`src/rtl/ctx_pkg.sv`:
```
package ctx_pkg;

    // Event class decided once per cycle by the arbiter.
    typedef enum logic [1:0] {
        EV_NONE   = 2'd0,
        EV_TRAP   = 2'd1,
        EV_RETURN = 2'd2
    } ev_kind_e;

    // Collection mode; mirrors the Q bit of the live status word.
    typedef enum logic {
        MODE_HOLD    = 1'b0,
        MODE_COLLECT = 1'b1
    } mode_e;

    // Register port select codes.
    typedef enum logic [2:0] {
        SEL_PSW    = 3'd0,
        SEL_SPSW   = 3'd1,
        SEL_SFRONT = 3'd2,
        SEL_SBACK  = 3'd3,
        SEL_FSTAT  = 3'd4,
        SEL_FADDR  = 3'd5,
        SEL_FRONT  = 3'd6,
        SEL_BACK   = 3'd7
    } reg_sel_e;

endpackage

```
`src/rtl/ctx_event_arb.sv`:
```
module ctx_event_arb
    import ctx_pkg::*;
(
    input  logic     intr_req,
    input  logic     rfi_req,
    input  logic     step_req,
    input  logic     reg_we,
    output ev_kind_e ev_kind,
    output logic     step_en,
    output logic     wr_en
);

    // Interruption outranks return; both block steps and port writes.
    always_comb begin
        ev_kind = EV_NONE;
        if (intr_req) begin
            ev_kind = EV_TRAP;
        end else if (rfi_req) begin
            ev_kind = EV_RETURN;
        end
        step_en = step_req && (ev_kind == EV_NONE);
        wr_en   = reg_we   && (ev_kind == EV_NONE);
    end

endmodule

```
`src/rtl/ctx_mode_fsm.sv`:
```
module ctx_mode_fsm
    import ctx_pkg::*;
(
    input  logic     clk,
    input  logic     rst_n,
    input  ev_kind_e ev_kind,
    input  logic     psw_wr,
    input  logic     psw_wr_q,
    input  logic     saved_q,
    output logic     q_on,
    output logic     capture
);

    mode_e state_q;
    mode_e state_d;

    // State register.
    always_ff @(posedge clk or negedge rst_n) begin
        if (!rst_n) begin
            state_q <= MODE_HOLD;
        end else begin
            state_q <= state_d;
        end
    end

    // Next-state logic: trap, return, status write.
    always_comb begin
        state_d = state_q;
        unique case (state_q)
            MODE_HOLD: begin
                if (ev_kind == EV_RETURN) begin
                    if (saved_q) state_d = MODE_COLLECT;
                end else if (psw_wr && psw_wr_q) begin
                    state_d = MODE_COLLECT;
                end
            end
            MODE_COLLECT: begin
                if (ev_kind == EV_TRAP) begin
                    state_d = MODE_HOLD;
                end else if (ev_kind == EV_RETURN) begin
                    if (!saved_q) state_d = MODE_HOLD;
                end else if (psw_wr && !psw_wr_q) begin
                    state_d = MODE_HOLD;
                end
            end
            default: state_d = MODE_HOLD;
        endcase
    end

    // Outputs.
    always_comb begin
        q_on    = 1'b0;
        capture = 1'b0;
        unique case (state_q)
            MODE_HOLD: begin
                q_on    = 1'b0;
                capture = 1'b0;
            end
            MODE_COLLECT: begin
                q_on    = 1'b1;
                capture = (ev_kind == EV_TRAP);
            end
            default: begin
                q_on    = 1'b0;
                capture = 1'b0;
            end
        endcase
    end

endmodule

```
`src/rtl/ctx_shadow_bank.sv`:
```
module ctx_shadow_bank
    import ctx_pkg::*;
#(
    parameter int DW = 32
) (
    input  logic          clk,
    input  logic          rst_n,
    input  logic          capture,
    input  logic [DW-1:0] live_psw,
    input  logic [DW-1:0] live_front,
    input  logic [DW-1:0] live_back,
    input  logic [DW-1:0] fstat_in,
    input  logic [DW-1:0] faddr_in,
    input  logic          wr_en,
    input  reg_sel_e      wr_sel,
    input  logic [DW-1:0] wr_data,
    output logic [DW-1:0] saved_psw,
    output logic [DW-1:0] saved_front,
    output logic [DW-1:0] saved_back,
    output logic [DW-1:0] fault_stat,
    output logic [DW-1:0] fault_addr
);

    localparam int NSLOT = 5;

    logic [DW-1:0] cap_val [NSLOT];
    logic [DW-1:0] cur_val [NSLOT];
    reg_sel_e      slot_sel [NSLOT];

    assign cap_val[0] = live_psw;
    assign cap_val[1] = live_front;
    assign cap_val[2] = live_back;
    assign cap_val[3] = fstat_in;
    assign cap_val[4] = faddr_in;

    assign slot_sel[0] = SEL_SPSW;
    assign slot_sel[1] = SEL_SFRONT;
    assign slot_sel[2] = SEL_SBACK;
    assign slot_sel[3] = SEL_FSTAT;
    assign slot_sel[4] = SEL_FADDR;

    // One register per slot; capture outranks a port write.
    for (genvar gi = 0; gi < NSLOT; gi++) begin : g_slot
        always_ff @(posedge clk or negedge rst_n) begin
            if (!rst_n) begin
                cur_val[gi] <= '0;
            end else if (capture) begin
                cur_val[gi] <= cap_val[gi];
            end else if (wr_en && (wr_sel == slot_sel[gi])) begin
                cur_val[gi] <= wr_data;
            end
        end
    end

    assign saved_psw   = cur_val[0];
    assign saved_front = cur_val[1];
    assign saved_back  = cur_val[2];
    assign fault_stat  = cur_val[3];
    assign fault_addr  = cur_val[4];

endmodule

```
`src/rtl/ctx_live_state.sv`:
```
module ctx_live_state
    import ctx_pkg::*;
#(
    parameter int          DW         = 32,
    parameter int          NUM_W      = 5,
    parameter int          VEC_SHIFT  = 5,
    parameter int          INSN_BYTES = 4,
    parameter logic [31:0] VEC_BASE   = 32'h0000_1000
) (
    input  logic             clk,
    input  logic             rst_n,
    input  ev_kind_e         ev_kind,
    input  logic [NUM_W-1:0] intr_num,
    input  logic             step_en,
    input  logic [DW-1:0]    step_addr,
    input  logic             psw_wr,
    input  logic [DW-1:0]    psw_wdata,
    input  logic [DW-1:0]    saved_psw,
    input  logic [DW-1:0]    saved_front,
    input  logic [DW-1:0]    saved_back,
    output logic [DW-1:0]    psw_raw,
    output logic [DW-1:0]    front,
    output logic [DW-1:0]    back
);

    localparam logic [DW-1:0] BASE_W = DW'(VEC_BASE);
    localparam logic [DW-1:0] STEP_W = DW'(INSN_BYTES);

    logic [DW-1:0] vec_addr;

    assign vec_addr = BASE_W + (DW'(intr_num) << VEC_SHIFT);

    always_ff @(posedge clk or negedge rst_n) begin
        if (!rst_n) begin
            psw_raw <= '0;
            front   <= '0;
            back    <= '0;
        end else begin
            unique case (ev_kind)
                EV_TRAP: begin
                    front <= vec_addr;
                    back  <= vec_addr + STEP_W;
                end
                EV_RETURN: begin
                    psw_raw <= saved_psw;
                    front   <= saved_front;
                    back    <= saved_back;
                end
                EV_NONE: begin
                    if (step_en) begin
                        front <= back;
                        back  <= step_addr;
                    end
                    if (psw_wr) begin
                        psw_raw <= psw_wdata;
                    end
                end
                default: begin
                    psw_raw <= psw_raw;
                end
            endcase
        end
    end

endmodule

```
`src/rtl/intr_ctx_unit.sv`:
```
module intr_ctx_unit
    import ctx_pkg::*;
#(
    parameter int          DW         = 32,
    parameter int          NUM_W      = 5,
    parameter int          Q_POS      = 3,
    parameter int          VEC_SHIFT  = 5,
    parameter int          INSN_BYTES = 4,
    parameter logic [31:0] VEC_BASE   = 32'h0000_1000
) (
    input  logic             clk,
    input  logic             rst_n,
    input  logic             intr_req,
    input  logic [NUM_W-1:0] intr_num,
    input  logic [DW-1:0]    intr_fstat,
    input  logic [DW-1:0]    intr_faddr,
    input  logic             rfi_req,
    input  logic             step_req,
    input  logic [DW-1:0]    step_addr,
    input  logic             reg_we,
    input  logic [2:0]       reg_sel,
    input  logic [DW-1:0]    reg_wdata,
    output logic [DW-1:0]    reg_rdata,
    output logic [DW-1:0]    psw,
    output logic [DW-1:0]    pc_front,
    output logic [DW-1:0]    pc_back
);

    localparam logic [DW-1:0] Q_MASK = DW'(1) << Q_POS;

    ev_kind_e      ev_kind;
    logic          step_en;
    logic          wr_en;
    logic          psw_wr;
    logic          q_on;
    logic          capture;
    reg_sel_e      sel_e;
    logic [DW-1:0] psw_raw;
    logic [DW-1:0] saved_psw;
    logic [DW-1:0] saved_front;
    logic [DW-1:0] saved_back;
    logic [DW-1:0] fault_stat;
    logic [DW-1:0] fault_addr;

    assign sel_e  = reg_sel_e'(reg_sel);
    assign psw_wr = wr_en && (sel_e == SEL_PSW);

    ctx_event_arb u_arb (
        .intr_req (intr_req),
        .rfi_req  (rfi_req),
        .step_req (step_req),
        .reg_we   (reg_we),
        .ev_kind  (ev_kind),
        .step_en  (step_en),
        .wr_en    (wr_en)
    );

    ctx_mode_fsm u_fsm (
        .clk      (clk),
        .rst_n    (rst_n),
        .ev_kind  (ev_kind),
        .psw_wr   (psw_wr),
        .psw_wr_q (reg_wdata[Q_POS]),
        .saved_q  (saved_psw[Q_POS]),
        .q_on     (q_on),
        .capture  (capture)
    );

    ctx_live_state #(
        .DW         (DW),
        .NUM_W      (NUM_W),
        .VEC_SHIFT  (VEC_SHIFT),
        .INSN_BYTES (INSN_BYTES),
        .VEC_BASE   (VEC_BASE)
    ) u_live (
        .clk         (clk),
        .rst_n       (rst_n),
        .ev_kind     (ev_kind),
        .intr_num    (intr_num),
        .step_en     (step_en),
        .step_addr   (step_addr),
        .psw_wr      (psw_wr),
        .psw_wdata   (reg_wdata),
        .saved_psw   (saved_psw),
        .saved_front (saved_front),
        .saved_back  (saved_back),
        .psw_raw     (psw_raw),
        .front       (pc_front),
        .back        (pc_back)
    );

    // Q bit of the visible status word comes from the mode machine.
    assign psw = (psw_raw & ~Q_MASK) | (q_on ? Q_MASK : '0);

    ctx_shadow_bank #(
        .DW (DW)
    ) u_shadow (
        .clk         (clk),
        .rst_n       (rst_n),
        .capture     (capture),
        .live_psw    (psw),
        .live_front  (pc_front),
        .live_back   (pc_back),
        .fstat_in    (intr_fstat),
        .faddr_in    (intr_faddr),
        .wr_en       (wr_en),
        .wr_sel      (sel_e),
        .wr_data     (reg_wdata),
        .saved_psw   (saved_psw),
        .saved_front (saved_front),
        .saved_back  (saved_back),
        .fault_stat  (fault_stat),
        .fault_addr  (fault_addr)
    );

    always_comb begin
        unique case (sel_e)
            SEL_PSW:    reg_rdata = psw;
            SEL_SPSW:   reg_rdata = saved_psw;
            SEL_SFRONT: reg_rdata = saved_front;
            SEL_SBACK:  reg_rdata = saved_back;
            SEL_FSTAT:  reg_rdata = fault_stat;
            SEL_FADDR:  reg_rdata = fault_addr;
            SEL_FRONT:  reg_rdata = pc_front;
            SEL_BACK:   reg_rdata = pc_back;
            default:    reg_rdata = '0;
        endcase
    end

endmodule

```
`config.mk`:
```
export PLATFORM = sky130hd
export DESIGN_NAME = intr_ctx_unit
export DESIGN_NICKNAME = d
export VERILOG_FILES = /design/src/rtl/ctx_pkg.sv /design/src/rtl/ctx_event_arb.sv /design/src/rtl/ctx_mode_fsm.sv /design/src/rtl/ctx_shadow_bank.sv /design/src/rtl/ctx_live_state.sv /design/src/rtl/intr_ctx_unit.sv
export SDC_FILE = /design/constraint.sdc
export NUM_CORES = 1
export LEC_CHECK = 0
export CORE_MARGIN = 4
export CORE_UTILIZATION = 25
export DETAILED_ROUTE_END_ITERATION = 6
export HOLD_SLACK_MARGIN = 0.06
export PLACE_DENSITY_LB_ADDON = 0.05
export SYNTH_ARGS = -nofsm -noshare
export SYNTH_HDL_FRONTEND = slang
export SYNTH_SLANG_ARGS = --single-unit
```
`constraint.sdc`:
```
create_clock -name clk -period 2 [get_ports clk]
set_input_delay 0.2 -clock clk [delete_from_list [all_inputs] [get_ports clk]]
set_output_delay 0.2 -clock clk [all_outputs]
set_load 0.01 [all_outputs]
```
Yosys cells after proc, flatten, opt, wreduce, memory -nomap -nowiden --
Cells that the tools add are included.
Word-level totals: memories kept 0, bits in writable memories 0, register bits after elaboration 257, word-level logic and storage cells 75, latch bits 0, memory bits (read-only) 0, output and inout bits 128
Cells by class: muxes and demuxes 29, add/sub/neg operators 2, equal/unequal tests 11, bitwise gates (word level) 2, divide/modulo/power cells 0, reductions and logical operators 22, shifts and indexed selects 0, multiply operators 0, order comparisons 0
Operators by type and width (number):
- $mux W32 | 13
- $pmux W32 S8 | 1
- $pmux W32 S3 | 2
- $pmux W32 S2 | 1
- $add A32 B3 Y32 const B | 1
- $or A32 B4 Y32 | 1
- $add A13 B10 Y14 const A | 1
- $eq A3 B3 Y1 const B | 4
- $reduce_bool A2 Y1 | 6
- $logic_and A1 B1 Y1 | 10
- $eq A3 B2 Y1 const B | 2
- $mux W1 | 6
- $pmux W1 S2 | 3
- $mux W2 | 2
- $mux W4 | 1
- $reduce_and A2 Y1 | 2
- $eq A3 B1 Y1 const B | 1
- $logic_not A3 Y1 | 1
- $reduce_bool A3 Y1 | 1
- $eq A2 B1 Y1 const B | 1
- $eq A2 B2 Y1 const B | 1
- $logic_not A2 Y1 | 1
- $ne A2 B1 Y1 const B | 1
- $ne A2 B2 Y1 const B | 1
- other kinds (2) | 2

Depth between registers and ports, before layout --
Gate-level depths: netlist of the first run.
depth after elaboration 10, mapped depth 7, depth with buffers taken out 4

Modules after synthesis --
Synthesis of the first run repeated with hierarchy kept, for this count alone.
Unflattened totals: cell total of the unflattened synthesis 1557, area total of the unflattened synthesis 14941.8 um2
Modules (own cells, without submodules):
- ctx_shadow_bank | times used 1, cells each 717, area an instance 7485.9 um2
- ctx_live_state | times used 1, cells each 504, area an instance 5317.6 um2
- intr_ctx_unit | times used 1, cells each 326, area an instance 2035.7 um2
- ctx_mode_fsm | times used 1, cells each 6, area an instance 71.3 um2
- ctx_event_arb | times used 1, cells each 4, area an instance 31.3 um2

Worst setup path after synthesis of the first run --
OpenSTA, ideal clock, no wires.
path kind input-to-output, from in reg_sel[1], to out reg_rdata[24], cell stages on the path 7, path slack 0.497 ns, data arrival time 1.303 ns, required time 1.800 ns, path buffers 4, path through buf_4 buf_6 buf_4 buf_2 a221oi_1 a21oi_1 a21oi_1
On the way: longest elaborated chain between the ends 2
RTL lines:
- start: declaration | RTL line intr_ctx_unit.sv:21 | input logic [2:0] reg_sel,
- $eq A3 B3 Y1 (tied with other cells) | RTL line intr_ctx_unit.sv:117 | unique case (sel_e)
- $pmux W32 S8 * | RTL line intr_ctx_unit.sv:117
- end: declaration | RTL line intr_ctx_unit.sv:23 | output logic [DW-1:0] reg_rdata,
Every way passes the cells marked *; elsewhere a longest branch is shown, timed or not.

Final worst setup path of the first run --
from reg u_shadow.cur_val (netlist bit u_shadow.saved_psw[31]), to out reg_rdata[31]
On the way: longest elaborated chain between the ends 1
RTL lines:
- start: declaration | RTL line ctx_shadow_bank.sv:27 | logic [DW-1:0] cur_val [NSLOT];
- start signal: indexed assignment | RTL line ctx_shadow_bank.sv:48 | cur_val[gi] <= cap_val[gi];
- start signal: indexed assignment | RTL line ctx_shadow_bank.sv:50 | cur_val[gi] <= wr_data;
- $pmux W32 S8 | RTL line intr_ctx_unit.sv:117
Every way passes these cells.

==> flow_summary.json, run 1 <==
{
  "status": "complete, but fails checks",
  "violations": "setup timing",
  "grt_use_total_pct": 19.5,
  "cts-buffers-inserted": 36,
  "swShare_pct": 32.1,
  "post-route-period-util_pct": 102,
  "place_hpwl_um": 40200,
  "setup_ws_ps": -42.9,
  "synthesis.area_per_instance_sq_um": 9.63,
  "initialDrtViolationCount": 722,
  "period_minus_slack_ps": 2040,
  "finalHoldViolations": 0,
  "die_h_um": 247,
  "power_mw": 20.2,
  "rrSetupSlack_ps": 540,
  "cts_buffer_depth": 3,
  "p_int_mw": 13.7,
  "drcViolationCount": 0,
  "antenna_found_initial": 2,
  "syn_area_sq_um": 14300,
  "synthCells": 1486,
  "crit_end": "reg_rdata[31]",
  "via_per_inst": 4.92,
  "synthFlopType": "dfrtp_1",
  "grt_pass1_vias": 13500,
  "ant_nets": 0,
  "final_nets": 1970,
  "layout-drive-gt1-share_pct": 17.7,
  "cts-htree-levels": 2,
  "tightest_slew_ps": 632,
  "worstHoldPathType": "input pin to register",
  "clk_latency_ps": 550,
  "rr_startpoint": "u_fsm.state_q$_DFF_PN0_",
  "final_common_cell": "dfrtp_1",
  "seq_power_share_pct": 37.7,
  "wl_per_cell_um": 23.2,
  "io_pins": 270,
  "vias": 12900,
  "startpoint": "u_shadow.saved_psw[31]$_DFFE_PN0P_",
  "numPortBuffers": 269,
  "ys_seq_area_share_pct": 44.8,
  "synth-edff-count": 0,
  "relSlewSlack_pct": 57.8,
  "overflow": 0,
  "die_w_um": 247,
  "final_util_pct": 36.0,
  "p_leak_nw": 9.59,
  "critical_path_arrival_ps": 1840,
  "peakVddDrop_mv": 0.472,
  "core_sq_um": 56500,
  "crit_type": "register to output port",
  "cp_max_fo": 2,
  "fmax_mhz": 490,
  "yosysWarnings": 0,
  "max_stage_delay_ps": 470,
  "slowest_stage": "mux4_2",
  "cts_sinks": 256,
  "clk_pin_slew_ps": 60,
  "pwr-share-comb_pct": 28.9,
  "power_density_nw_per_um2": 993,
  "cts_tree": "done",
  "skew_ps": 9.89,
  "setup_viol": 1,
  "synth_cell_type_count": 39,
  "worstSetupEndpointType": "output port",
  "cp.required_ps": 1800,
  "r2r.worst_path.cells": 3,
  "cap_violations": 0,
  "r2r-end": "u_shadow.saved_back[7]$_DFFE_PN0P_",
  "mostFrequentLayoutCells": "dfrtp_1, mux2i_1, clkdlybuf4s50_1",
  "worstSetupStartpointType": "register",
  "synth_nets": 1628,
  "p_sw_mw": 6.49,
  "area_delta_synth_final_pct": 42.3,
  "slew_violations": 0,
  "grt_setup_unrepaired": "true",
  "die_area_sq_um": 61100,
  "grt_pass1_wl_um": 90200,
  "start_util_pct": 25.3,
  "gp_congestion": 0.743,
  "drt-pass1-iter-count": 5,
  "finalSetupTns_ps": -42.9,
  "path_cells": "mux4_2, a21oi_2, buf_4, nor2_4, buf_6",
  "p_clk_share_pct": 33.4,
  "async_flop_share_pct": 100,
  "synth_seq_cells": 256,
  "routed_wl_um": 60500,
  "rows": 87,
  "grt_start_max_net_pins": 75,
  "clockRootBuffer": "clkbuf_16"
}
## metal layers
| layer | track usage, % | up-vias | routed length [um] |
|---|---|---|---|
| met5 | 0 | - | 13 |
| met3 | 3.09 | 69 | 2780 |
| met2 | 31.6 | 320 | 28000 |
| met4 | 4.65 | 2 | 1170 |
| li1 | - | 6036 | - |
| met1 | 27.3 | 6426 | 28500 |
## worst min path at each step
stage,cells after the start,from,to
after floorplan,0,rst_n,u_fsm.state_q$_DFF_PN0_
after global placement,1,rst_n,u_shadow.fault_addr[2]$_DFFE_PN0P_
after detailed placement,1,rst_n,u_shadow.fault_addr[2]$_DFFE_PN0P_
after CTS,4,intr_req,u_fsm.state_q$_DFF_PN0_
after global routing,4,intr_req,u_fsm.state_q$_DFF_PN0_
final,4,intr_req,u_fsm.state_q$_DFF_PN0_
## cell type report
type / count / area [sq um]
inverter: 53 / 199
sequential: 256 / 6410
timing repair buffer: 441 / 4270
multi-input combinational: 1040 / 7300
fill: 5758 / 36100
tap: 756 / 946
clock buffer: 54 / 1100
antenna: 1 / 2.50
clock inverter: 9 / 131
## state kept, by name, indices dropped and copies added (netlist names)
register,count
u_shadow.fault_addr,32
u_shadow.saved_psw,32
u_shadow.fault_stat,32
u_shadow.saved_back,32
u_shadow.saved_front,32
u_live.psw_raw,31
u_fsm.state_q,1
u_live.front,32
u_live.back,32
## Yosys cell counts, types with 3 or more instances
master	count	share of area (%)
dfrtp_1	256	45
mux2i_1	243	17
nand2_1	162	4.3
nor2_1	120	3.1
o21ai_1	120	4.2
clkbuf_1	61	1.6
a221oi_1	53	3.2
inv_1	53	1.4
a21oi_1	50	1.7
buf_2	50	1.7
o22a_1	43	2.6
a211oi_1	40	2.1
o21ai_0	40	1.4
a2bb2oi_1	31	1.9
nor2b_1	30	1.3
o2bb2ai_1	21	1.3
a22o_1	15	0.92
buf_4	15	0.79
nand2b_1	14	0.61
nor3b_1	11	0.58
and2_1	9	0.39
nor3_1	9	0.31
a32oi_1	7	0.43
buf_6	7	0.55
buf_1	4	0.10
mux2_2	4	0.31
nand2_2	3	0.13
## through the flow
step / cell area, sq um / hold slack [ps] / setup WS (ps) / cells
6_report: 20400 / 84.6 / -42.9 / 2610
3_5_place_dp: 18700 / 145 / -313 / 2503
4_1_cts: 20300 / 66.5 / -80.3 / 2603
2_1_floorplan: 14300 / -95.6 / 497 / 1486
5_1_grt: 20400 / 112 / -133 / 2609
3_3_place_gp: 18700 / 145 / -300 / 2503
## cells by family (layout without fill, tap and decap cells)
logic type | count (synthesis) | count (layout) | share of synthesized area [%]
AO/OA/AOI/OAI | 423 | 423 | 20.0
flip-flops | 256 | 256 | 44.8
buffers and inverters | 190 | 557 | 6.18
multiplexers | 248 | 248 | 17.5
AND/OR/NAND/NOR | 369 | 369 | 11.6
other | 0 | 1 | 0
## critical path: cells and delay by family, from the launching register on
| family | cells | cell delay, ps |
|---|---|---|
| DFF | 1 | 390 |
| buffers and inverters | 2 | 270 |
| AOI/OAI and AO/OA | 1 | 130 |
| and+or+nand+nor | 1 | 40 |
| muxes | 1 | 470 |
## power groups by stage
stage / sequential [mW] / combinational [mW] / clock [mW]
6_report: 7.62 / 5.84 / 6.75
5_1_grt: 7.80 / 6.46 / 7.14
2_1_floorplan: 7.54 / 2.77 / 0
4_1_cts: 7.63 / 5.85 / 6.96
3_3_place_gp: 7.77 / 5.45 / 0
3_5_place_dp: 7.77 / 5.50 / 0
## timing repair
item	in CTS	in global routing
pin swaps	29	20
setup endpoints to repair	32	28
resized for setup	122	35
hold endpoints to repair	218	0
setup buffers	36	6
hold buffers	1	0
(Power assumes the default switching activity.)
==> run 2: changes to the inputs <==
--- a/config.mk
+++ b/config.mk
@@ -5,6 +5,7 @@
 export SDC_FILE = /design/constraint.sdc
 export NUM_CORES = 1
 export LEC_CHECK = 0
+export CAP_MARGIN = 20
 export CORE_MARGIN = 4
 export CORE_UTILIZATION = 25
 export DETAILED_ROUTE_END_ITERATION = 6
==> results of run 2 <==
No change in the layout: final DEF, timing and power equal those of run 1.
